`config.mk`:
```
export PLATFORM = sky130hd
export DESIGN_NAME = adc_rd_ctrl
export DESIGN_NICKNAME = d
export VERILOG_FILES = /design/src/rtl/adc_rd_pkg.sv /design/src/rtl/adc_rd_cfg.sv /design/src/rtl/adc_rd_timer.sv /design/src/rtl/adc_rd_shift.sv /design/src/rtl/adc_rd_ctrl.sv
export SDC_FILE = /design/constraint.sdc
export NUM_CORES = 1
export LEC_CHECK = 0
export BUFFER_PORTS_ARGS = -buffer_cell sky130_fd_sc_hd__buf_4
export CAP_MARGIN = 20
export CORE_ASPECT_RATIO = 0.6
export CORE_UTILIZATION = 55
export DETAILED_ROUTE_END_ITERATION = 10
export PLACE_DENSITY = 0.88
export REMOVE_ABC_BUFFERS = 1
export SYNTH_ARGS = -nofsm -noshare
export SYNTH_HDL_FRONTEND = slang
export SYNTH_SLANG_ARGS = --single-unit
```
`constraint.sdc`:
```
create_clock -name clk_i -period 4.71 [get_ports clk_i]
set_input_delay 0.471 -clock clk_i [delete_from_list [all_inputs] [get_ports clk_i]]
set_output_delay 0.471 -clock clk_i [all_outputs]
set_load 0.01 [all_outputs]
```
`src/rtl/adc_rd_pkg.sv`:
```
package adc_rd_pkg;
  localparam int unsigned RES_W      = 10;
  localparam int unsigned MIN_PULSES = 10;
  localparam int unsigned MAX_PULSES = 16;

  typedef enum logic [2:0] {
    ST_IDLE,
    ST_SETUP,
    ST_HI,
    ST_LO,
    ST_WAIT
  } st_e;
endpackage

```
`src/rtl/adc_rd_cfg.sv`:
```
module adc_rd_cfg #(
  parameter int unsigned LEN_W   = 5,
  parameter int unsigned DIV_W   = 4,
  parameter int unsigned MIN_LEN = 10,
  parameter int unsigned MAX_LEN = 16
) (
  input  logic [LEN_W-1:0] len_i,
  input  logic [DIV_W-1:0] div_i,
  output logic [LEN_W-1:0] len_o,
  output logic [DIV_W-1:0] div_o
);
  localparam logic [LEN_W-1:0] LO_LIM = LEN_W'(MIN_LEN);
  localparam logic [LEN_W-1:0] HI_LIM = LEN_W'(MAX_LEN);

  always_comb begin
    if (len_i < LO_LIM)      len_o = LO_LIM;
    else if (len_i > HI_LIM) len_o = HI_LIM;
    else                     len_o = len_i;
    div_o = (div_i == '0) ? DIV_W'(1) : div_i;
  end
endmodule

```
`src/rtl/adc_rd_timer.sv`:
```
module adc_rd_timer #(
  parameter int unsigned W = 8
) (
  input  logic         clk_i,
  input  logic         rst_ni,
  input  logic         load_i,
  input  logic [W-1:0] val_i,
  output logic         zero_o
);
  logic [W-1:0] cnt_q;

  always_ff @(posedge clk_i or negedge rst_ni) begin
    if (!rst_ni)            cnt_q <= '0;
    else if (load_i)        cnt_q <= val_i;
    else if (cnt_q != '0)   cnt_q <= cnt_q - 1'b1;
  end

  assign zero_o = (cnt_q == '0);
endmodule

```
`src/rtl/adc_rd_shift.sv`:
```
module adc_rd_shift #(
  parameter int unsigned RES_W = 10
) (
  input  logic             clk_i,
  input  logic             rst_ni,
  input  logic             clr_i,
  input  logic             sample_i,
  input  logic             bit_i,
  output logic [RES_W-1:0] word_o
);
  localparam int unsigned IDX_W = $clog2(RES_W + 1);
  localparam logic [IDX_W-1:0] FULL = IDX_W'(RES_W);

  logic [IDX_W-1:0] taken_q;
  logic [RES_W-1:0] word_q;

  always_ff @(posedge clk_i or negedge rst_ni) begin
    if (!rst_ni) begin
      taken_q <= '0;
      word_q  <= '0;
    end else if (clr_i) begin
      taken_q <= '0;
    end else if (sample_i && taken_q != FULL) begin
      // MSB arrives first, extra pulses ignored
      word_q  <= {word_q[RES_W-2:0], bit_i};
      taken_q <= taken_q + 1'b1;
    end
  end

  assign word_o = word_q;
endmodule

```
`src/rtl/adc_rd_ctrl.sv`:
```
module adc_rd_ctrl
  import adc_rd_pkg::*;
#(
  parameter int unsigned LEN_W  = 5,
  parameter int unsigned DIV_W  = 4,
  parameter int unsigned WAIT_W = 8
) (
  input  logic              clk_i,
  input  logic              rst_ni,
  input  logic              start_i,
  input  logic [LEN_W-1:0]  burst_len_i,
  input  logic [DIV_W-1:0]  div_i,
  input  logic [WAIT_W-1:0] wait_i,
  input  logic              hold_cs_i,
  input  logic              sdata_i,
  output logic              cs_no,
  output logic              sclk_o,
  output logic              busy_o,
  output logic [RES_W-1:0]  result_o,
  output logic              valid_o,
  output logic              stale_o
);
  localparam int unsigned CNT_W = (DIV_W > WAIT_W) ? DIV_W : WAIT_W;

  st_e               st_q, st_d;
  logic [LEN_W-1:0]  len_eff, len_q, pulses_q;
  logic [DIV_W-1:0]  div_eff, div_q;
  logic              hold_q, seen_q, cs_q, sclk_q;
  logic [RES_W-1:0]  word, result_q;
  logic              valid_q, stale_q;
  logic              accept, ld, smp, done, tz;
  logic [CNT_W-1:0]  ld_val;

  adc_rd_cfg #(
    .LEN_W(LEN_W), .DIV_W(DIV_W),
    .MIN_LEN(MIN_PULSES), .MAX_LEN(MAX_PULSES)
  ) u_cfg (
    .len_i(burst_len_i), .div_i(div_i),
    .len_o(len_eff),     .div_o(div_eff)
  );

  adc_rd_timer #(.W(CNT_W)) u_tmr (
    .clk_i(clk_i), .rst_ni(rst_ni),
    .load_i(ld), .val_i(ld_val), .zero_o(tz)
  );

  adc_rd_shift #(.RES_W(RES_W)) u_shift (
    .clk_i(clk_i), .rst_ni(rst_ni),
    .clr_i(accept), .sample_i(smp), .bit_i(sdata_i),
    .word_o(word)
  );

  assign accept = (st_q == ST_IDLE) && start_i;

  always_comb begin
    st_d   = st_q;
    ld     = 1'b0;
    ld_val = '0;
    smp    = 1'b0;
    done   = 1'b0;
    unique case (st_q)
      ST_IDLE: if (start_i) begin
        st_d   = ST_SETUP;
        ld     = 1'b1;
        ld_val = CNT_W'(div_eff - 1'b1);
      end
      ST_SETUP: if (tz) begin
        st_d   = ST_HI;
        ld     = 1'b1;
        ld_val = CNT_W'(div_q - 1'b1);
        smp    = 1'b1;
      end
      ST_HI: if (tz) begin
        st_d   = ST_LO;
        ld     = 1'b1;
        ld_val = CNT_W'(div_q - 1'b1);
      end
      ST_LO: if (tz) begin
        ld = 1'b1;
        if (pulses_q == len_q) begin
          st_d   = ST_WAIT;
          ld_val = CNT_W'(wait_i);
          done   = 1'b1;
        end else begin
          st_d   = ST_HI;
          ld_val = CNT_W'(div_q - 1'b1);
          smp    = 1'b1;
        end
      end
      ST_WAIT: if (tz) st_d = ST_IDLE;
      default: st_d = ST_IDLE;
    endcase
  end

  always_ff @(posedge clk_i or negedge rst_ni) begin
    if (!rst_ni) begin
      st_q     <= ST_IDLE;
      len_q    <= LEN_W'(MIN_PULSES);
      div_q    <= DIV_W'(1);
      pulses_q <= '0;
      hold_q   <= 1'b0;
      seen_q   <= 1'b0;
      cs_q     <= 1'b1;
      sclk_q   <= 1'b0;
      result_q <= '0;
      valid_q  <= 1'b0;
      stale_q  <= 1'b0;
    end else begin
      st_q    <= st_d;
      sclk_q  <= (st_d == ST_HI);
      valid_q <= done;
      stale_q <= done && !seen_q;
      if (accept) begin
        len_q    <= len_eff;
        div_q    <= div_eff;
        hold_q   <= hold_cs_i;
        pulses_q <= '0;
        cs_q     <= 1'b0;
      end else if (done) begin
        cs_q <= !hold_q;
      end else if (st_q == ST_IDLE && !hold_cs_i) begin
        cs_q <= 1'b1;
      end
      if (st_q == ST_HI && tz) pulses_q <= pulses_q + 1'b1;
      if (done) begin
        result_q <= word;
        seen_q   <= 1'b1;
      end
    end
  end

  assign cs_no    = cs_q;
  assign sclk_o   = sclk_q;
  assign busy_o   = (st_q != ST_IDLE);
  assign result_o = result_q;
  assign valid_o  = valid_q;
  assign stale_o  = stale_q;
endmodule

```
; ---- After elaboration in Yosys (flattened, before gate mapping)
; Cells that the tools add are included.
[totals]
ff_bits = 55
inputBits = 22
elab_cells = 82
[op_classes]
n_addsub = 5
n_lt_le_gt_ge = 2
eq_ne = 7
n_mux = 33
n_bitwise = 1
reduce_logical = 20
[op_table]
columns = cell, n
row1 = $mux 8, 6
row2 = $pmux 8 s3, 1
row3 = $mux 5, 4
row4 = $mux 3, 6
row5 = $pmux 3 s5, 1
row6 = $mux 4, 3
row7 = $mux 1, 10
row8 = $sub 4x1->5 const B, 2
row9 = $eq 3x2->1 const B, 3
row10 = $logic_not 8->1, 1
row11 = $reduce_bool 8->1, 1
row12 = $sub 8x1->8 const B, 1
row13 = $reduce_bool 2->1, 3
row14 = $reduce_bool 3->1, 2
row15 = $add 5x1->5 const B, 1
row16 = $eq 5x5->1, 1
row17 = $gt 5x5->1 const B, 1
row18 = $logic_and 1x1->1, 5
row19 = $lt 5x4->1 const B, 1
row20 = $add 4x1->4 const B, 1
row21 = $logic_not 4->1, 1
row22 = $ne 4x4->1 const B, 1
row23 = $pmux 1 s2, 2
row24 = $eq 3x1->1 const B, 1
row25 = 7 further kinds, 9

; ---- Logic depth before layout (Yosys ltp)
; Gate-level depths: netlist of the first run.
[logic_depth]
depth_word = 7
depth_mapped = 8
mapped_depth_nobuf = 7

; ---- Modules after synthesis
; Synthesis of the first run repeated with hierarchy kept, for this count alone.
[hier_totals]
cells_unflattened = 261
hier_area_um2 = 2890.3
[by_module_without_submodules]
columns = module, n_inst, cells_per_inst, area_each_um2, seq_area_each_um2
row1 = adc_rd_ctrl, 1, 152, 1740.4, 830.8
row2 = adc_rd_shift, 1, 44, 615.6, 350.3
row3 = adc_rd_timer, 1, 54, 476.7, 200.2
row4 = adc_rd_cfg, 1, 11, 57.6, 0.0

; ---- Worst setup path before layout of the first run
; Ideal clock, no wire load.
[synth_path]
kind = reg2reg
start = reg u_tmr.cnt_q[0]
end = reg result_q[0] (netlist: result_o[0])
setup_time_ns = 0.125
arrival_time_ns = 1.910
slack_ns = 2.675
path_stages_with_launch = 8
period_less_slack_ns = 2.035
cell_sequence = dfrtp_1 inv_1 ha_1 nor3b_2 nand3_2 and4b_1 buf_4 mux2_2
[synth_via]
elab_chain_len = 3
[synth_lines]
columns = element, line_no
row1 = start: declaration, adc_rd_timer.sv:10  ; logic [W-1:0] cnt_q;
row2 = start signal: assignment, adc_rd_timer.sv:14  ; else if (load_i) cnt_q <= val_i;
row3 = start signal: assignment, adc_rd_timer.sv:15  ; else if (cnt_q != '0) cnt_q <= cnt_q - 1'b1;
row4 = $logic_not 8->1, adc_rd_timer.sv:18  ; assign zero_o = (cnt_q == '0);
row5 = $mux 1, adc_rd_ctrl.sv:78  ; ST_LO: if (tz) begin
row6 = $mux 1, adc_rd_ctrl.sv:61  ; unique case (st_q)
row7 = end signal: assignment, adc_rd_ctrl.sv:126  ; result_q <= word;
row8 = end: declaration, adc_rd_ctrl.sv:29  ; logic [RES_W-1:0] word, result_q;
; No other way between the ends.
; A chain may end at the register's enable or synchronous reset.

; ---- Worst setup path in the final report of the first run
[layout_path]
start = reg u_tmr.cnt_q[0]
end = reg result_q[8] (netlist: result_o[8])
; The elaborated chain is that of the path after synthesis.

==> out/results.ini, run 1 <==
[cts]
cts_tree = built
cts.reportedPaths.clkPinSlew_ns = 0.10
clock_latency_ns = 0.31
clock_sinks = 55
clk_path_buf_depth = 2
cts_root_buf = clkbuf_8
postCtsSetupBuffers = 0
cts_resized = 0
cts_hold_buffers = 0
cts_buffers = 5
cts_max_level = 2

[synthesis]
synthFlopType = dfrtp_1
synth_xor_area_share_pct = 4.10
synth_edf_count = 0
synthMuxAreaShare_pct = 11.1
synth.avg_cell_area_um2 = 10.6
synthSimpleGateAreaFrac_pct = 17.6
ys_seq_area_share_pct = 49.8
async_flop_share_pct = 100
synth_fa_ha_area_share_pct = 2.71
synth-compound-area-share_pct = 11.5
synthCells = 262
netlist_area_um2 = 2770
ys_types = 53
synth_top_family_by_area = simple AND/OR/NAND/NOR gates
synth_seq_cells = 55
yosys_warnings = 0

[setup_path]
critPathMaxStageDelay_ns = 0.85
cp_cell_sequence = inv_1, ha_1, nor3b_2, nand3_2, and4b_1, mux2_2
setup.worst_path.end_class = flop
cpMaxStageDelayCell = and4b_1
reg2reg_depth = 6
arrival_ns = 2.91
start_kind = flop
crit_required_ns = 4.91
worstPathMaxFanout = 20
path_class = flop to flop

[flow_run]
drv_cap = 0

[sta]
fmax_ghz = 0.368
fin_tns_setup_ns = 0
min_period_ns = 2.72
rsz0062_at_grt = false
slew_headroom_pct = 43.3
skew_ns = 0.00763
hold_violations = 0
setup_viol = 0
worst_pin_slew_ns = 0.850
drv_slew = 0
fin_crit_sh_pct = 57.7

[cells_and_area]
area_growth_pct = 15.5
drive_above_1_share_pct = 26.7
diodes = 0
nNetsFinal = 323
fin_cells = 359
fill_cells = 367

[die]
ios = 37
num_rows = 19
die_h_um = 57.0
core_area_um2 = 4710
die_w_um = 93.7
initial_core_util_pct = 58.9
dieArea_um2 = 5340

[power_and_ir_drop]
internal_power_uw = 1050
ir_drop_uv = 297
swShare_pct = 35.5
power_density_nw_per_um2 = 507
p_comb_share_pct = 31.5
p_seq_share_pct = 46.0
p_clk_share_pct = 22.4
leakage_uw = 0.00158
p_sw_uw = 576

[routing]
firstDrtPassIters = 4
dr_total_vias = 2084
drc = 0
drtIter0Drc = 105
dr_wl_met2_mm = 2.49
met1_length_mm = 2.78
via_per_inst = 5.81
top_layer_used = met4
drtAntennaViolNets = 0
drt-total-wl_mm = 5.73
wl_met3_um = 396
wire_per_inst_um = 16.0

[hold_path]
min_path_type = input pin to async pin

[placed_design]
place_congestion = 0.899
hpwl_mm = 3.93
dp_cells = 351
io_buffers = 36

[global_routing]
antenna_found_initial = 0
grt_max_degree = 56
grt_pass1_vias = 1995
grt_remaining_overflow = 0
grt_first_pass_wirelength_mm = 9.79
track_usage_pct = 24.0

[outcome]
status = finished, final reports clean

## power groups by stage
stage | Sequential, uW | Combinational (uW) | Clock [uW]
4_1_cts | 743 | 513 | 367
3_3_place_gp | 742 | 478 | 0
6_report | 747 | 512 | 364
5_1_grt | 765 | 571 | 392
3_5_place_dp | 751 | 501 | 0
2_1_floorplan | 720 | 376 | 0
## through the flow
step / power, uW / utilization, % / hold slack, ns / setup WS [ns] / cell area, um2
detailed placement: 1250 / 65.3 / 0.407 / 2.05 / 3070
floorplan: 1100 / - / 0.175 / 2.42 / 2720
CTS: 1620 / 68.1 / 0.221 / 1.99 / 3200
global route: 1730 / 68.1 / 0.255 / 1.85 / 3200
finish: 1620 / 68.1 / 0.197 / 1.99 / 3200
global placement: 1220 / 65.3 / 0.402 / 2.12 / 3070
## layout make-up
| type | instances | area (um2) | share of cell area [%] |
|---|---|---|---|
| Clock buffer | 6 | 72.6 | 2.26 |
| Clock inverter | 2 | 60.1 | 1.87 |
| Inverter | 10 | 37.5 | 1.17 |
| Multi-Input combinational cell | 187 | 1300 | 40.7 |
| Sequential cell | 55 | 1380 | 43.1 |
| Tap cell | 63 | 78.8 | 2.46 |
| Timing Repair Buffer | 36 | 270 | 8.43 |
## cells by family (layout without fill, tap and decap cells)
family,after synthesis,after routing
compound gates,49,49
xor+xnor,13,13
fa+ha+maj,6,6
buf+inv,20,54
flops,55,55
mux,25,25
simple gates,94,94
## critical path, delay by kind of cell (launching register included)
kind | cells | cell delay, ns
fa+ha+maj | 1 | 0.24
mux | 1 | 0.41
flops | 1 | 0.44
simple gates | 3 | 1.41
buf+inv | 1 | 0.09
## layout by cell type, fill, tap and decap left out, types with 2 or more instances in the layout
master     instances
a211oi_1           2
a21oi_1           11
a22oi_1            3
a31o_2             2
a31oi_1            5
and2_1             5
and3_1             2
buf_4             36
bufinv_16          2
clkbuf_8           5
dfrtp_1           51
dfstp_2            4
ha_1               6
inv_1             10
mux2_2            13
mux2_4             8
mux2i_1            4
nand2_1           38
nand2b_1           2
nand3_1            8
nor2_1            11
nor2b_1            4
nor3_1             8
nor3b_1            2
o21ai_0           14
or3_1              2
xnor2_1            2
xor2_1            11
## sequential cells by signal (all words and copies together) (netlist names), 3 cells and up
name / cells
u_shift.word_o: 10
div_q: 4
st_q: 3
u_tmr.cnt_q: 8
result_o: 10
pulses_q: 5
len_q: 5
u_shift.taken_q: 4
## routing by layer
| metal | track usage, % | up-vias |
|---|---|---|
| met5 | 0 | - |
| met4 | 5.93 | 0 |
| met3 | 4.93 | 12 |
| met2 | 34.4 | 77 |
| met1 | 37.3 | 1015 |
| li1 | - | 980 |
## synth_stat cells, drive strengths merged, types with 6 or more instances
library cell	count	area, um2
dfrtp	51	1280
nand2	39	149
mux2	21	267
o21ai	14	70.1
a21oi	11	55.1
nor2	11	41.3
xor2	11	96.3
inv	10	37.5
nand3	9	50.1
nor3	9	50.1
a31oi	6	43.8
and2	6	40.0
clkbuf	6	22.5
ha	6	75.1
## worst paths after layout
kind,startpoint,end,slack (ns)
worst min-delay path,rst_ni,u_shift.word_o[0],0.20
max in group asynchronous,rst_ni,pulses_q[4],4.05
worst max-delay path,u_tmr.cnt_q[0],result_o[8],1.99
worst max register to register,u_tmr.cnt_q[0],result_o[8],1.99
worst min register to register,hold_q,cs_no,0.42
min in group clk_i,div_i[3],div_q[3],0.36
Note: power is estimated with default switching activity, not from simulation.
==> run 2: changes to the inputs <==
- clock period: 4.71 -> 2.5 ns (I/O delays scaled with it)
==> out/results.ini, run 2 (synthesis gave the netlist of run 1 again) <==
[outcome]
status = finished, final reports clean

[setup_path]
reg2reg_depth = 7  ; +1
crit_required_ns = 2.71  ; -2.20 ns
cpMaxStageDelayCell = dfrtp_1
setup.worst_path.end_class = flop
worstPathMaxFanout = 12  ; -40%
critPathMaxStageDelay_ns = 0.44  ; -0.41 ns
r2r-end = u_shift.word_o[1]
cp_cell_sequence = inv_1, ha_1, nor3b_2, nand3_2, a31oi_2, nand2_2, mux2_4
arrival_ns = 2.40  ; -0.51 ns
rr_startpoint = u_tmr.cnt_q[0]
path_class = flop to flop
path_delay_family = simple AND/OR/NAND/NOR gates
start_kind = flop
rrSetupSlack_ns = 0.31  ; -1.69 ns
path_buf_inv = 1  ; unchanged

[cells_and_area]
design_area_um2 = 3220  ; +0.51%
utilization_pct = 68.4  ; +0.35 points
drive_above_1_share_pct = 28.4  ; +1.7 points
area_growth_pct = 16.1
seqCellArea_um2 = 1380  ; unchanged
nNetsFinal = 330  ; +2.2%
final_cell_mix = 51 x dfrtp_1, 42 x buf_4, 38 x nand2_1
diodes = 0  ; unchanged
layout_commonest_cell = dfrtp_1
fill_cells = 366  ; -0.27%
multi_input_area_um2 = 1300  ; unchanged

[sta]
drv_slew = 0  ; unchanged
worst_pin_slew_ns = 0.675  ; -0.174 ns
fmax_ghz = 0.456  ; +24%
fin_tns_setup_ns = 0  ; unchanged
slew_headroom_pct = 55.0  ; +12 points
fin_crit_sh_pct = 87.7  ; +30 points
setup_viol = 0  ; unchanged
min_period_ns = 2.19  ; -0.524 ns
hold_violations = 0  ; unchanged
rsz0062_at_grt = false
skew_ns = 0.00876  ; +0.00113 ns

[hold_path]
min_path_type = input pin to flop
hold_depth = 3
worstHoldEndpoint = div_q[3]
worst_hold_startpoint = div_i[3]

[cts]
cts_resized = 0  ; unchanged
cts.reportedPaths.clkPinSlew_ns = 0.10  ; about the same
cts_tree = built
clk_path_buf_depth = 2  ; unchanged
cts_root_buf = clkbuf_8
clock_sinks = 55  ; unchanged
cts_max_level = 2  ; unchanged
clock_latency_ns = 0.32  ; about the same
cts_buffers = 5  ; unchanged

[global_routing]
grt_remaining_overflow = 0  ; unchanged
track_usage_pct = 23.6  ; -0.34 points
antenna_found_initial = 0  ; unchanged
grt_first_pass_wirelength_mm = 9.65  ; -1.5%
grt_pass1_vias = 2045  ; +2.5%
grt_max_degree = 56  ; unchanged

[die]
core_area_um2 = 4710  ; unchanged
initial_core_util_pct = 58.9  ; unchanged
dieArea_um2 = 5340  ; unchanged
die_w_um = 93.7  ; unchanged
ios = 37  ; unchanged
die_h_um = 57.0  ; unchanged
num_rows = 19  ; unchanged

[routing]
firstDrtPassIters = 4  ; unchanged
drc = 0  ; unchanged
drt-total-wl_mm = 5.65  ; -1.4%
drtIter0Drc = 119  ; +13%
drtAntennaViolNets = 0  ; unchanged
via_per_inst = 5.78  ; -0.36%
dr_total_vias = 2117  ; +1.6%
wire_per_inst_um = 15.4  ; -3.3%

[placed_design]
hpwl_mm = 4.11  ; +4.6%
dpl-instance-area_um2 = 3120  ; +1.5%
io_buffers = 36  ; unchanged
place_congestion = 0.846  ; -5.9%

[power_and_ir_drop]
ir_drop_uv = 549  ; +85%
power_density_nw_per_um2 = 900  ; +78%
leakage_uw = 0.00159  ; +0.83%
power_uw = 2900  ; +79%

[flow_run]
drv_cap = 0  ; unchanged

[run 2: changes by cell type in the layout (fill, tap and decap cells not counted), sizes merged]
cell         change
buf              +6
bufinv           -2
clkinv           +2
clkbuf           -1
clkinvlp         +1
dlygate4sd3      +1
[run 2: power breakdown]
part / internal (uW) / leakage (uW) / total (uW) / switching (uW)
Clock: 201 / 0.0000443 / 508 / 308
Sequential: 1140 / 0.000718 / 1410 / 273
Combinational: 450 / 0.000830 / 979 / 529
[run 2: per-layer routing]
metal	up-vias	part of all wire, %	track usage [%]
met5	-	0	0
li1	999	-	-
met3	13	8.1	6.27
met2	84	43	33.5
met1	1021	48	35.2
met4	0	1.6	8.57
[run 2: worst max path at each step]
stage                              start                 to  slack, ns  depth (start not counted)
after floorplan           u_tmr.cnt_q[0]        result_o[0]       0.21                          6
after global placement    u_tmr.cnt_q[0]     u_tmr.cnt_q[1]       0.46                          8
after detailed placement  u_tmr.cnt_q[0]  u_shift.word_o[8]       0.34                          7
after CTS                 u_tmr.cnt_q[0]  u_shift.word_o[8]       0.32                          7
after global routing      u_tmr.cnt_q[0]  u_shift.word_o[3]       0.19                          7
final                     u_tmr.cnt_q[0]  u_shift.word_o[1]       0.31                          7
[run 2: metrics by stage]
stage | setup slack [ns] | hold WS (ns) | cells
6_report | 0.308 | 0.132 | 366
5_1_grt | 0.186 | 0.131 | 366
2_1_floorplan | 0.210 | -0.0456 | 252
4_1_cts | 0.325 | 0.130 | 366
3_3_place_gp | 0.459 | 0.331 | 357
3_5_place_dp | 0.340 | 0.335 | 357
[run 2: worst min-delay path, delay by kind of cell]
kind	cells	cell delay, ns
simple gates	2	0.08
buf+inv	1	0.09
[run 2: final cells by class]
class | instances | share of cell area, %
Inverter | 10 | 1.17
Clock inverter | 3 | 0.777
Timing Repair Buffer | 43 | 10.1
Tap cell | 63 | 2.45
Sequential cell | 55 | 42.9
Multi-Input combinational cell | 187 | 40.5
Clock buffer | 5 | 2.14
[run 2: what timing repair did]
action / in CTS / in global routing
hold endpoints to repair: 51 / 0
buffers inserted: 0 / 0
hold buffers: 1 / 0
